$ cat src/rtl/ucode_ctl_pkg.sv
package ucode_ctl_pkg;

  localparam int OPC_W   = 4;
  localparam int ALUOP_W = 3;

  typedef enum logic [OPC_W-1:0] {
    OPC_OR   = 4'd0,
    OPC_ADD  = 4'd1,
    OPC_SUB  = 4'd2,
    OPC_BNE  = 4'd3,
    OPC_BEQ  = 4'd4,
    OPC_SW   = 4'd5,
    OPC_J    = 4'd6,
    OPC_SUBI = 4'd7,
    OPC_LW   = 4'd8,
    OPC_AND  = 4'd9,
    OPC_SRL  = 4'd10,
    OPC_ADDI = 4'd11,
    OPC_ORI  = 4'd12,
    OPC_NOR  = 4'd13,
    OPC_ANDI = 4'd14,
    OPC_SLL  = 4'd15
  } opcode_e;

  typedef enum logic [ALUOP_W-1:0] {
    ALU_ADD = 3'd0,
    ALU_SUB = 3'd1,
    ALU_AND = 3'd2,
    ALU_OR  = 3'd3,
    ALU_NOR = 3'd4,
    ALU_SLL = 3'd5,
    ALU_SRL = 3'd6
  } alu_op_e;

  typedef struct packed {
    logic    reg_wr;
    logic    src_imm;
    alu_op_e alu_op;
    logic    mem_rd;
    logic    mem_wr;
    logic    wb_mem;
    logic    dst_low;
    logic    br_eq;
    logic    br_ne;
    logic    jump;
  } ctl_word_t;

  localparam int CW_W = $bits(ctl_word_t);

  localparam ctl_word_t CW_IDLE = '{
    reg_wr: 1'b0, src_imm: 1'b0, alu_op: ALU_ADD, mem_rd: 1'b0,
    mem_wr: 1'b0, wb_mem: 1'b0, dst_low: 1'b0, br_eq: 1'b0,
    br_ne: 1'b0, jump: 1'b0
  };

  // Register-to-register arithmetic or logic row
  function automatic ctl_word_t cw_reg_op(input alu_op_e op);
    ctl_word_t w;
    w         = CW_IDLE;
    w.reg_wr  = 1'b1;
    w.dst_low = 1'b1;
    w.alu_op  = op;
    return w;
  endfunction

  // Immediate or shift-amount row: writes the register in bits [7:4]
  function automatic ctl_word_t cw_imm_op(input alu_op_e op);
    ctl_word_t w;
    w         = CW_IDLE;
    w.reg_wr  = 1'b1;
    w.src_imm = 1'b1;
    w.alu_op  = op;
    return w;
  endfunction

  // Builds the microcode row for one opcode
  function automatic ctl_word_t build_row(input logic [OPC_W-1:0] code);
    ctl_word_t w;
    w = CW_IDLE;
    case (opcode_e'(code))
      OPC_ADD:  w = cw_reg_op(ALU_ADD);
      OPC_SUB:  w = cw_reg_op(ALU_SUB);
      OPC_AND:  w = cw_reg_op(ALU_AND);
      OPC_OR:   w = cw_reg_op(ALU_OR);
      OPC_NOR:  w = cw_reg_op(ALU_NOR);
      OPC_ADDI: w = cw_imm_op(ALU_ADD);
      OPC_SUBI: w = cw_imm_op(ALU_SUB);
      OPC_ANDI: w = cw_imm_op(ALU_AND);
      OPC_ORI:  w = cw_imm_op(ALU_OR);
      OPC_SLL:  w = cw_imm_op(ALU_SLL);
      OPC_SRL:  w = cw_imm_op(ALU_SRL);
      OPC_LW: begin
        w        = cw_imm_op(ALU_ADD);
        w.mem_rd = 1'b1;
        w.wb_mem = 1'b1;
      end
      OPC_SW: begin
        w.src_imm = 1'b1;
        w.mem_wr  = 1'b1;
      end
      OPC_BEQ: begin
        w.alu_op = ALU_SUB;
        w.br_eq  = 1'b1;
      end
      OPC_BNE: begin
        w.alu_op = ALU_SUB;
        w.br_ne  = 1'b1;
      end
      OPC_J:    w.jump = 1'b1;
      default:  w = CW_IDLE;
    endcase
    return w;
  endfunction

  // Branch resolution
  function automatic logic branch_taken(input logic eq, input logic ne,
                                        input logic zero);
    return (eq & zero) | (ne & ~zero);
  endfunction

endpackage

$ cat src/rtl/ucode_rom.sv
module ucode_rom
  import ucode_ctl_pkg::*;
#(
  parameter int ADDR_W = OPC_W
) (
  input  logic              clk,
  input  logic              rst_n,
  input  logic [ADDR_W-1:0] addr_i,
  output ctl_word_t         word_o
);

  localparam int DEPTH = 1 << ADDR_W;

  ctl_word_t rows [DEPTH];

  // Every row is computed from the opcode it answers; codes wider than the
  // opcode field fall back to the idle word, which has no write enables.
  for (genvar gi = 0; gi < DEPTH; gi++) begin : g_row
    if (gi < (1 << OPC_W)) begin : g_used
      assign rows[gi] = build_row(OPC_W'(gi));
    end else begin : g_spare
      assign rows[gi] = CW_IDLE;
    end
  end

  // Registered read: one cycle from opcode to control word
  always_ff @(posedge clk or negedge rst_n) begin
    if (!rst_n) word_o <= CW_IDLE;
    else        word_o <= rows[addr_i];
  end

endmodule

$ cat src/rtl/branch_resolve.sv
module branch_resolve
  import ucode_ctl_pkg::*;
(
  input  logic br_eq_i,
  input  logic br_ne_i,
  input  logic zero_i,
  output logic take_o
);

  always_comb take_o = branch_taken(br_eq_i, br_ne_i, zero_i);

endmodule

$ cat src/rtl/ucode_ctl.sv
module ucode_ctl
  import ucode_ctl_pkg::*;
(
  input  logic       clk,
  input  logic       rst_n,
  input  logic [3:0] opcode_i,
  input  logic       alu_zero_i,
  output logic       reg_wr_o,
  output logic       alu_src_imm_o,
  output logic [2:0] alu_op_o,
  output logic       mem_rd_o,
  output logic       mem_wr_o,
  output logic       wb_mem_o,
  output logic       dst_low_o,
  output logic       br_eq_o,
  output logic       br_ne_o,
  output logic       jump_o,
  output logic       take_branch_o
);

  ctl_word_t cw_q;

  ucode_rom #(.ADDR_W(OPC_W)) u_rom (
    .clk    (clk),
    .rst_n  (rst_n),
    .addr_i (opcode_i),
    .word_o (cw_q)
  );

  assign reg_wr_o      = cw_q.reg_wr;
  assign alu_src_imm_o = cw_q.src_imm;
  assign alu_op_o      = cw_q.alu_op;
  assign mem_rd_o      = cw_q.mem_rd;
  assign mem_wr_o      = cw_q.mem_wr;
  assign wb_mem_o      = cw_q.wb_mem;
  assign dst_low_o     = cw_q.dst_low;
  assign br_eq_o       = cw_q.br_eq;
  assign br_ne_o       = cw_q.br_ne;
  assign jump_o        = cw_q.jump;

  branch_resolve u_br (
    .br_eq_i (cw_q.br_eq),
    .br_ne_i (cw_q.br_ne),
    .zero_i  (alu_zero_i),
    .take_o  (take_branch_o)
  );

endmodule

$ cat config.mk
export PLATFORM = sky130hd
export DESIGN_NAME = ucode_ctl
export DESIGN_NICKNAME = d
export VERILOG_FILES = /design/src/rtl/ucode_ctl_pkg.sv /design/src/rtl/ucode_rom.sv /design/src/rtl/branch_resolve.sv /design/src/rtl/ucode_ctl.sv
export SDC_FILE = /design/constraint.sdc
export NUM_CORES = 1
export LEC_CHECK = 0
export BUFFER_PORTS_ARGS = -buffer_cell sky130_fd_sc_hd__buf_2
export CORE_ASPECT_RATIO = 0.9
export CORE_MARGIN = 2
export CORE_UTILIZATION = 27
export DETAILED_ROUTE_END_ITERATION = 7
export HOLD_SLACK_MARGIN = 0.15
export PLACE_DENSITY = 0.59
export SLEW_MARGIN = 20
export SYNTH_ARGS = -nofsm -noshare
export SYNTH_HDL_FRONTEND = slang
export SYNTH_SLANG_ARGS = --single-unit
$ cat constraint.sdc
create_clock -name clk -period 0.8 [get_ports clk]
set_input_delay 0.04 -clock clk [delete_from_list [all_inputs] [get_ports clk]]
set_output_delay 0.04 -clock clk [all_outputs]
set_load 0.1 [all_outputs]
## Word-level counts from Yosys, hierarchy flattened

Memories as Yosys holds them, arrays and structs flattened. A register that Yosys moved wholly into a read port is not among the register bits.
Index checks and enable logic that the tools add are counted.

| word-level totals | value |
|---|---|
| input bits | 7 |
| memories | 1 |
| bits in latches | 0 |
| logic and storage cells | 7 |
| output and inout bits | 13 |
| flip-flop bits (word level) | 0 |
| bits in read-only memories | 192 |
| RAM bits | 0 |

Memory list:

| name | words | width | read ports | clocked after Yosys merged registers in | write ports | RTL line | text |
|---|---|---|---|---|---|---|---|
| (no name shown) | 16 | 12 | 1 | 1 | 0 | ucode_rom.sv:29 | `else word_o <= rows[addr_i];` |

| operators by class | value |
|---|---|
| shift operators | 0 |
| add/subtract/negate cells | 0 |
| div/mod/pow operators | 0 |
| bitwise logic cells | 5 |
| equal/unequal tests | 0 |
| reduce and logical (&&, ||, !) cells | 1 |
| order comparisons | 0 |
| multiplexer cells | 0 |
| $mul | 0 |

Operator list:

| operator | count |
|---|---|
| 4-bit inverter with 5-bit output | 1 |
| 1-bit bitwise AND | 2 |
| 1-bit zero test | 1 |
| 1-bit inverter | 1 |
| 1-bit bitwise OR | 1 |

## Longest topological paths before layout

Gate-level depths: netlist (run 1).

| depth | value |
|---|---|
| depth in word-level cells | 3 |
| mapped depth | 4 |
| mapped depth without buffers | 4 |

## Hierarchy

Synthesis (run 1) repeated with hierarchy kept, for this count alone.

| second synthesis, totals | value |
|---|---|
| cell total of the unflattened synthesis | 43 |
| area total of the unflattened synthesis | 531.8 µm² |

Modules (own cells, without submodules):

| module | area an instance (µm²) | instances | seq. area each (µm²) | cells each |
|---|---|---|---|---|
| ucode_rom | 516.7 | 1 | 275.3 | 42 |
| branch_resolve | 15.0 | 1 | 0.0 | 1 |

## Least setup slack after synthesis (run 1)

No wires, ideal clock.

| path | value |
|---|---|
| kind | flip-flop to output port |
| start point | reg, netlist name u_rom.word_o[2] |
| end point | out take_branch_o |
| stages on the path, launching flop included | 2 |
| arrival | 1.553 ns |
| path slack | -0.793 ns |
| buffers on the path | 0 |
| cells stage by stage | dfrtp_1 > mux2_2 |

| on the way | value |
|---|---|
| cells in the longest elaborated chain, start to end | 2 |

RTL lines:

| what | RTL line | text |
|---|---|---|
| 1-bit bitwise AND | ucode_ctl_pkg.sv:118 | `return (eq & zero) \| (ne & ~zero);` |
| 1-bit bitwise OR | ucode_ctl_pkg.sv:118 |  |
| end, declared | ucode_ctl.sv:18 | `output logic take_branch_o` |

No other way between the ends.

## Worst setup path in the final report (run 1)

| path | value |
|---|---|
| start point | reg, netlist name u_rom.word_o[1] |
| end point | out take_branch_o |

| on the way | value |
|---|---|
| cells in the longest elaborated chain, start to end | 2 |

RTL lines:

| what | RTL line |
|---|---|
| 1-bit bitwise AND | ucode_ctl_pkg.sv:118 |
| 1-bit bitwise OR | ucode_ctl_pkg.sv:118 |

No other way between the ends.

==> results of run 1 <==
-- repair_timing --
action	in CTS	in global routing
hold endpoints to repair	19	7
setup endpoints to repair	13	13
cloned	0	0
resized for setup	6	0
buffers inserted	1	0
-- per-layer routing --
layer	track usage [%]	vias to the layer above	wire length [µm]
met5	0	-	0
met4	10.8	0	19
met3	1.97	2	51
met2	20.5	13	597
met1	10.2	204	380
li1	-	202	-
-- cell families after synthesis --
| logic type | Yosys count | synth area share (%) |
|---|---|---|
| and+or+nand+nor | 12 | 12.6 |
| DFF | 11 | 52.1 |
| AOI/OAI and AO/OA | 6 | 8.05 |
| adders and majority gates | 6 | 14.2 |
| buffers and inverters | 5 | 7.11 |
| muxes | 3 | 5.92 |
-- path summary, 6_finish.rpt --
kind                                            from                   endpoint  slack [ns]  cells after the start
max in group asynchronous                      rst_n  u_rom.word_o[2]$_DFF_PN0_        0.41                      2
min in group asynchronous                      rst_n  u_rom.word_o[1]$_DFF_PN0_        0.17                      2
hold / removal                           opcode_i[2]  u_rom.word_o[6]$_DFF_PN0_        0.09                      2
setup / recovery           u_rom.word_o[1]$_DFF_PN0_              take_branch_o       -0.43                      2
-- placed cells by master (no fill, tap or decap) --
master and n:
o31ai_1 2, o22ai_1 1, buf_6 2, dfrtp_2 8, dlygate4sd3_1 2, buf_2 6
and2_1 3, nand2b_1 2, clkbuf_4 3, clkbuf_1 1, buf_12 13, and2b_2 1
nor2_1 1, buf_4 7, a21oi_1 1, nor3b_1 1, a21boi_2 1, inv_1 2
mux2i_1 2, ha_1 6, nand2_1 4, mux2_4 1, o21ai_0 1, dfrtp_4 3
-- stage by stage --
step | utilization, % | std cells | worst slack, ns
global placement | 47.4 | 92 | -0.234
floorplan | - | 43 | -0.294
detailed placement | 47.4 | 92 | -0.257
global route | 51.5 | 99 | -0.464
CTS | 51.5 | 99 | -0.447
finish | 51.5 | 99 | -0.432
-- where the power goes --
part	switching, W	internal, W
Combinational	0.000339	0.000208
Clock	0.000171	0.000192
Sequential	0.0000259	0.000594
Total	0.000536	0.000994
-- cell type report --
class	instances	area (µm²)
Fill cell	174	911
Timing Repair Buffer	30	385
Sequential cell	11	297
Multi-Input combinational cell	27	219
Tap cell	25	31.3
Clock buffer	4	26.3
Inverter	2	7.51
==> impl_metrics.xml, run 1 <==
<?xml version="1.0" encoding="UTF-8"?>
<metrics>
  <group name="outcome">
    <metric name="run_status" unit="">finished with violations</metric>
    <metric name="violations" unit="">setup timing</metric>
  </group>
  <group name="sta">
    <metric name="final_period_minus_worst_setup_slack" unit="ns">1.23</metric>
    <metric name="final.hold.worst_slack" unit="ns">0.0881</metric>
    <metric name="drv_slew" unit="">0</metric>
    <metric name="tns" unit="ns">-2.06</metric>
    <metric name="setup_viol" unit="">13</metric>
    <metric name="max_clock_freq" unit="MHz">812</metric>
    <metric name="timing_hold_violations_final" unit="">0</metric>
    <metric name="worst_slew_pin_tran" unit="ns">0.234</metric>
    <metric name="worst_slack" unit="ns">-0.432</metric>
    <metric name="final_min_period_over_clock_period" unit="%">154</metric>
    <metric name="max_slew_margin" unit="%">84.4</metric>
    <metric name="rsz_0062_raised_after_global_routing" unit="">yes</metric>
  </group>
  <group name="worst_setup_path">
    <metric name="critical-path-max-stage-delay" unit="ns">0.47</metric>
    <metric name="crit_chain" unit="">mux2_4, buf_12</metric>
    <metric name="path_class" unit="">register to output pin</metric>
    <metric name="timing.critical_path.to_type" unit="">output pin</metric>
    <metric name="worst-endpoint-arrival" unit="ns">1.19</metric>
    <metric name="crit_buf_inv" unit="">1</metric>
    <metric name="timing.critical_path.slowest_stage_cell" unit="">dfrtp_4</metric>
    <metric name="start_kind" unit="">register</metric>
    <metric name="crit_required" unit="ns">0.76</metric>
    <metric name="cp_max_fo" unit="">2</metric>
    <metric name="cp_top_family" unit="">flip-flops</metric>
  </group>
  <group name="clock_network">
    <metric name="max-clock-path-buffers" unit="">2</metric>
    <metric name="cts_tree" unit="">yes</metric>
    <metric name="htree_levels" unit="">1</metric>
    <metric name="clkTransAtPathRegs" unit="ns">0.07</metric>
    <metric name="clkSinkCount" unit="">11</metric>
    <metric name="cts_root_buffer" unit="">clkbuf_4</metric>
    <metric name="cts_hold_repair.buffers" unit="">2</metric>
    <metric name="numCtsBuffers" unit="">3</metric>
  </group>
  <group name="global_route">
    <metric name="globalRoute.totalOverflow" unit="">0</metric>
    <metric name="largest_net_degree_at_the_start_of_global_routing" unit="">13</metric>
    <metric name="number_of_global_route_vias_before_repair" unit="">421</metric>
    <metric name="antenna_violations_before_repair" unit="">0</metric>
    <metric name="grt_first_pass_wirelength" unit="µm">1790</metric>
    <metric name="groute.usage.overall" unit="%">11.0</metric>
  </group>
  <group name="place">
    <metric name="place_congestion" unit="">0.733</metric>
    <metric name="post_dp_cell_area" unit="µm²">890</metric>
    <metric name="number_of_i_o_port_buffers" unit="">19</metric>
  </group>
  <group name="drt">
    <metric name="drt_pass1_iterations" unit="">2</metric>
    <metric name="finalWirelength" unit="µm">1050</metric>
    <metric name="detail_route.drc_violations" unit="">0</metric>
    <metric name="drt-vias-per-instance" unit="">4.25</metric>
    <metric name="routedWlPerCell" unit="µm">10.6</metric>
    <metric name="num_vias" unit="">421</metric>
    <metric name="antenna_violating_nets_post_route" unit="">0</metric>
    <metric name="drt-initial-drc-count" unit="">3</metric>
  </group>
  <group name="floorplanning">
    <metric name="rows" unit="">15</metric>
    <metric name="die-area" unit="µm²">2330</metric>
    <metric name="initial_utilization" unit="%">28.1</metric>
    <metric name="floorplan.die.width" unit="µm">50.6</metric>
    <metric name="coreArea" unit="µm²">1880</metric>
    <metric name="io_pins" unit="">20</metric>
    <metric name="die_height" unit="µm">46.0</metric>
  </group>
  <group name="yosys">
    <metric name="syn_avg_cell_area" unit="µm²">12.3</metric>
    <metric name="yosys_warnings" unit="">0</metric>
    <metric name="netlist_top_cells_count" unit="">dfrtp_1 (11), ha_1 (6), nand2_1 (4)</metric>
    <metric name="synthTopCellsByArea" unit="">dfrtp_1 (52%), ha_1 (14%), buf_6 (4.3%)</metric>
    <metric name="synth_top_flop_cell" unit="">dfrtp_1</metric>
    <metric name="yosys.cell_types.count" unit="">18</metric>
    <metric name="synth_sequential_area_ratio" unit="%">52.1</metric>
    <metric name="synth_top_area_cell" unit="">dfrtp_1</metric>
    <metric name="synthArstFlopShare" unit="%">100</metric>
    <metric name="synthMostInstantiatedCell" unit="">dfrtp_1</metric>
    <metric name="synth_seq_cells" unit="">11</metric>
    <metric name="syn-num-nets" unit="">56</metric>
    <metric name="synth_cells" unit="">43</metric>
    <metric name="synth_enable_flop_cells" unit="">0</metric>
    <metric name="synth_top_cell_area_share" unit="%">52.1</metric>
    <metric name="total_standard_cell_area_after_synthesis" unit="µm²">528</metric>
  </group>
  <group name="finish">
    <metric name="design.final.nets" unit="">88</metric>
    <metric name="drive_above_1_share" unit="%">60.8</metric>
    <metric name="layout_top_registers" unit="">u_rom.word_o: 11 flops</metric>
    <metric name="largest-register" unit="">u_rom.word_o</metric>
    <metric name="area_grow_syn2layout" unit="%">82.9</metric>
    <metric name="largest_register_ffs" unit="">11</metric>
    <metric name="finish.instance_area" unit="µm²">966</metric>
    <metric name="antenna_cells" unit="">0</metric>
  </group>
  <group name="power_and_ir_drop">
    <metric name="ir_drop" unit="V">0.000660</metric>
    <metric name="p_leak" unit="nW">0.448</metric>
    <metric name="power" unit="W">0.00153</metric>
    <metric name="cellPowerDensity" unit="nW/µm²">1580</metric>
  </group>
  <group name="hold_path">
    <metric name="timing.hold.worst.class" unit="">input pin to register</metric>
  </group>
  <group name="run">
    <metric name="maxCapViolCount" unit="">0</metric>
  </group>
</metrics>
Power figures use the tool's default switching activity.
==> run 2, diff against run 1 <==
--- a/config.mk
+++ b/config.mk
@@ -5,14 +5,16 @@
 export SDC_FILE = /design/constraint.sdc
 export NUM_CORES = 1
 export LEC_CHECK = 0
-export BUFFER_PORTS_ARGS = -buffer_cell sky130_fd_sc_hd__buf_2
+export ABC_AREA = 1
+export BUFFER_PORTS_ARGS = -buffer_cell sky130_fd_sc_hd__clkbuf_2
 export CORE_ASPECT_RATIO = 0.9
 export CORE_MARGIN = 2
 export CORE_UTILIZATION = 27
 export DETAILED_ROUTE_END_ITERATION = 7
 export HOLD_SLACK_MARGIN = 0.15
-export PLACE_DENSITY = 0.59
+export PLACE_DENSITY = 0.6
 export SLEW_MARGIN = 20
 export SYNTH_ARGS = -nofsm -noshare
 export SYNTH_HDL_FRONTEND = slang
+export SYNTH_HIERARCHICAL = 1
 export SYNTH_SLANG_ARGS = --single-unit
==> impl_metrics.xml, run 2 <==
<?xml version="1.0" encoding="UTF-8"?>
<metrics>
  <group name="outcome">
    <metric name="run_status" unit="">finished with violations</metric>
    <metric name="violations" unit="">setup timing</metric>
  </group>
  <group name="drt">
    <metric name="finalWirelength" unit="µm">1010</metric>
    <metric name="routedWlPerCell" unit="µm">9.55</metric>
    <metric name="drt-initial-drc-count" unit="">10</metric>
    <metric name="drt-vias-per-instance" unit="">4.23</metric>
    <metric name="num_vias" unit="">448</metric>
    <metric name="antenna_violating_nets_post_route" unit="">0</metric>
    <metric name="drt_pass1_iterations" unit="">4</metric>
    <metric name="detail_route.drc_violations" unit="">0</metric>
  </group>
  <group name="finish">
    <metric name="drive_above_1_share" unit="%">53.7</metric>
    <metric name="design.final.nets" unit="">96</metric>
    <metric name="finish.instance_area" unit="µm²">963</metric>
    <metric name="area_grow_syn2layout" unit="%">91.5</metric>
    <metric name="antenna_cells" unit="">0</metric>
    <metric name="largest_register_ffs" unit="">11</metric>
    <metric name="fin_util" unit="%">56.1</metric>
    <metric name="largest-register" unit="">u_rom/word_o</metric>
    <metric name="layout_top_registers" unit="">u_rom/word_o: 11 flops</metric>
    <metric name="final_common_cell" unit="">buf_12</metric>
    <metric name="layout_common_cells" unit="">buf_12 (13), nand2_1 (9), dfrtp_2 (8)</metric>
  </group>
  <group name="sta">
    <metric name="final_min_period_over_clock_period" unit="%">138</metric>
    <metric name="tns" unit="ns">-2.47</metric>
    <metric name="final_period_minus_worst_setup_slack" unit="ns">1.11</metric>
    <metric name="max_clock_freq" unit="MHz">904</metric>
    <metric name="drv_slew" unit="">0</metric>
    <metric name="setup_viol" unit="">21</metric>
    <metric name="final.hold.worst_slack" unit="ns">0.107</metric>
    <metric name="max_slew_margin" unit="%">81.9</metric>
    <metric name="timing_hold_violations_final" unit="">0</metric>
    <metric name="worst_slew_pin_tran" unit="ns">0.271</metric>
    <metric name="worst_slack" unit="ns">-0.306</metric>
    <metric name="rsz_0062_raised_after_global_routing" unit="">yes</metric>
  </group>
  <group name="global_route">
    <metric name="largest_net_degree_at_the_start_of_global_routing" unit="">12</metric>
    <metric name="globalRoute.totalOverflow" unit="">0</metric>
    <metric name="groute.usage.overall" unit="%">11.4</metric>
    <metric name="antenna_violations_before_repair" unit="">0</metric>
    <metric name="grt_first_pass_wirelength" unit="µm">1840</metric>
    <metric name="number_of_global_route_vias_before_repair" unit="">448</metric>
  </group>
  <group name="clock_network">
    <metric name="numCtsBuffers" unit="">3</metric>
    <metric name="htree_levels" unit="">1</metric>
    <metric name="post_cts.repair.setup_buffers" unit="">0</metric>
    <metric name="cts_tree" unit="">yes</metric>
    <metric name="clkTransAtPathRegs" unit="ns">0.07</metric>
    <metric name="clkSinkCount" unit="">11</metric>
    <metric name="cts_root_buffer" unit="">clkbuf_4</metric>
    <metric name="max-clock-path-buffers" unit="">2</metric>
  </group>
  <group name="hold_path">
    <metric name="worstHoldEndpoint" unit="">u_rom/word_o[9]$_DFF_PN0_</metric>
    <metric name="holdPathStages" unit="">4</metric>
    <metric name="timing.hold.worst.class" unit="">input pin to register</metric>
    <metric name="min-delay-start" unit="">opcode_i[2]</metric>
  </group>
  <group name="yosys">
    <metric name="synth_sequential_area_ratio" unit="%">54.7</metric>
    <metric name="synth_top_flop_cell" unit="">dfrtp_1</metric>
    <metric name="syn_avg_cell_area" unit="µm²">9.49</metric>
    <metric name="total_standard_cell_area_after_synthesis" unit="µm²">503</metric>
    <metric name="synth_enable_flop_cells" unit="">0</metric>
    <metric name="yosys.cell_types.count" unit="">13</metric>
    <metric name="netlist_top_cells_count" unit="">nand2_1 (13), dfrtp_1 (11), ha_1 (6), inv_1 (6), nor2_1 (5)</metric>
    <metric name="yosys_warnings" unit="">6</metric>
    <metric name="synth_cells" unit="">53</metric>
    <metric name="syn-num-nets" unit="">66</metric>
    <metric name="synth_seq_cells" unit="">11</metric>
    <metric name="synthArstFlopShare" unit="%">100</metric>
    <metric name="synth_top_cell_area_share" unit="%">54.7</metric>
    <metric name="synthTopCellsByArea" unit="">dfrtp_1 (55%), ha_1 (15%), nand2_1 (9.7%)</metric>
    <metric name="synth_top_area_cell" unit="">dfrtp_1</metric>
    <metric name="synthMostInstantiatedCell" unit="">nand2_1</metric>
  </group>
  <group name="worst_setup_path">
    <metric name="critical-path-max-stage-delay" unit="ns">0.50</metric>
    <metric name="crit_required" unit="ns">0.76</metric>
    <metric name="cp_max_fo" unit="">2</metric>
    <metric name="timing.critical_path.slowest_stage_cell" unit="">dfrtp_4</metric>
    <metric name="timing.critical_path.to_type" unit="">output pin</metric>
    <metric name="worst-endpoint-arrival" unit="ns">1.07</metric>
    <metric name="start_kind" unit="">register</metric>
    <metric name="path_class" unit="">register to output pin</metric>
    <metric name="crit_chain" unit="">nand2_4, nand2_8, buf_12</metric>
  </group>
  <group name="power_and_ir_drop">
    <metric name="p_clk_share" unit="%">23.9</metric>
    <metric name="netSwitchingPower" unit="W">0.000552</metric>
    <metric name="fraction_of_power_consumed_by_combinational_cells" unit="%">35.6</metric>
    <metric name="cellPowerDensity" unit="nW/µm²">1590</metric>
    <metric name="ir_drop" unit="V">0.000811</metric>
    <metric name="sequential_share_of_power" unit="%">40.5</metric>
    <metric name="cellInternalPower" unit="W">0.000981</metric>
    <metric name="power" unit="W">0.00153</metric>
    <metric name="p_leak" unit="nW">0.475</metric>
    <metric name="swShare" unit="%">36.0</metric>
  </group>
  <group name="place">
    <metric name="place_congestion" unit="">0.863</metric>
    <metric name="dp_wirelength" unit="µm">806</metric>
    <metric name="post_dp_cell_area" unit="µm²">898</metric>
    <metric name="number_of_i_o_port_buffers" unit="">19</metric>
  </group>
  <group name="floorplanning">
    <metric name="io_pins" unit="">20</metric>
    <metric name="floorplan.die.width" unit="µm">49.5</metric>
    <metric name="coreArea" unit="µm²">1720</metric>
    <metric name="initial_utilization" unit="%">29.3</metric>
    <metric name="die_height" unit="µm">44.9</metric>
    <metric name="rows" unit="">14</metric>
    <metric name="die-area" unit="µm²">2220</metric>
  </group>
  <group name="run">
    <metric name="maxCapViolCount" unit="">0</metric>
  </group>
</metrics>
==> run 2: power groups by stage <==
stage	Combinational, W	Clock (W)	Sequential [W]
3_5_place_dp	0.000533	0	0.000633
6_report	0.000546	0.000366	0.000620
4_1_cts	0.000549	0.000393	0.000621
3_3_place_gp	0.000526	0	0.000632
5_1_grt	0.000574	0.000423	0.000624
2_1_floorplan	0.0000972	0	0.000843
==> run 2: cell type report <==
cell class | count | area, µm²
clock buffer | 4 | 26.3
sequential | 11 | 297
fill | 165 | 753
inverter | 8 | 30.0
timing repair buffer | 26 | 357
tap | 24 | 30.0
multi-input combinational | 33 | 224
==> run 2: timing repair <==
| action | in CTS | in global routing |
|---|---|---|
| hold buffers | 4 | 1 |
| hold endpoints to repair | 22 | 7 |
| endpoints found under the setup margin | 13 | 23 |
| gates resized for setup | 1 | 2 |
==> run 2: how the worst max path moves through the flow <==
stage,startpoint,endpoint,slack [ns],cells past startpoint
5_1_grt,u_rom/word_o[2]$_DFF_PN0_,take_branch_o,-0.34,3
3_5_place_dp,opcode_i[0],u_rom/word_o[8]$_DFF_PN0_,-0.06,7
6_report,u_rom/word_o[2]$_DFF_PN0_,take_branch_o,-0.31,3
3_3_place_gp,opcode_i[0],u_rom/word_o[8]$_DFF_PN0_,-0.02,7
4_1_cts,u_rom/word_o[2]$_DFF_PN0_,take_branch_o,-0.33,3
2_1_floorplan,u_rom/word_o[1]$_DFF_PN0_,take_branch_o,-0.13,2
==> run 2: critical path, delay by kind of cell (launching register included) <==
kind / cells / cell delay, ns
flops: 1 / 0.50
buf+inv: 1 / 0.16
simple gates: 2 / 0.14
==> run 2: cells by family (layout without fill, tap and decap cells) <==
group                    count (synthesis)  after routing  synth area share, %
adder cells (fa/ha/maj)                  6              6                 14.9
AO/OA/AOI/OAI                            4              4                 4.23
buffers and inverters                    9             38                 7.46
flip-flops                              11             11                 54.7
AND/OR/NAND/NOR                         23             23                 18.7
==> run 2: stage by stage <==
| step | instances | setup slack [ns] |
|---|---|---|
| 4_1_cts | 107 | -0.327 |
| 5_1_grt | 106 | -0.344 |
| 6_report | 106 | -0.306 |
| 2_1_floorplan | 53 | -0.128 |
| 3_3_place_gp | 99 | -0.0178 |
| 3_5_place_dp | 99 | -0.0598 |
==> run 2: metal layers <==
| layer | wire length (µm) | up-vias | share of wire (%) | global-route usage, % |
|---|---|---|---|---|
| li1 | - | 224 | - | - |
| met4 | 22 | 0 | 2.2 | 10.0 |
| met1 | 362 | 199 | 36 | 11.9 |
| met5 | 0 | - | 0 | 0 |
| met2 | 558 | 23 | 55 | 20.8 |
| met3 | 69 | 2 | 6.8 | 1.32 |
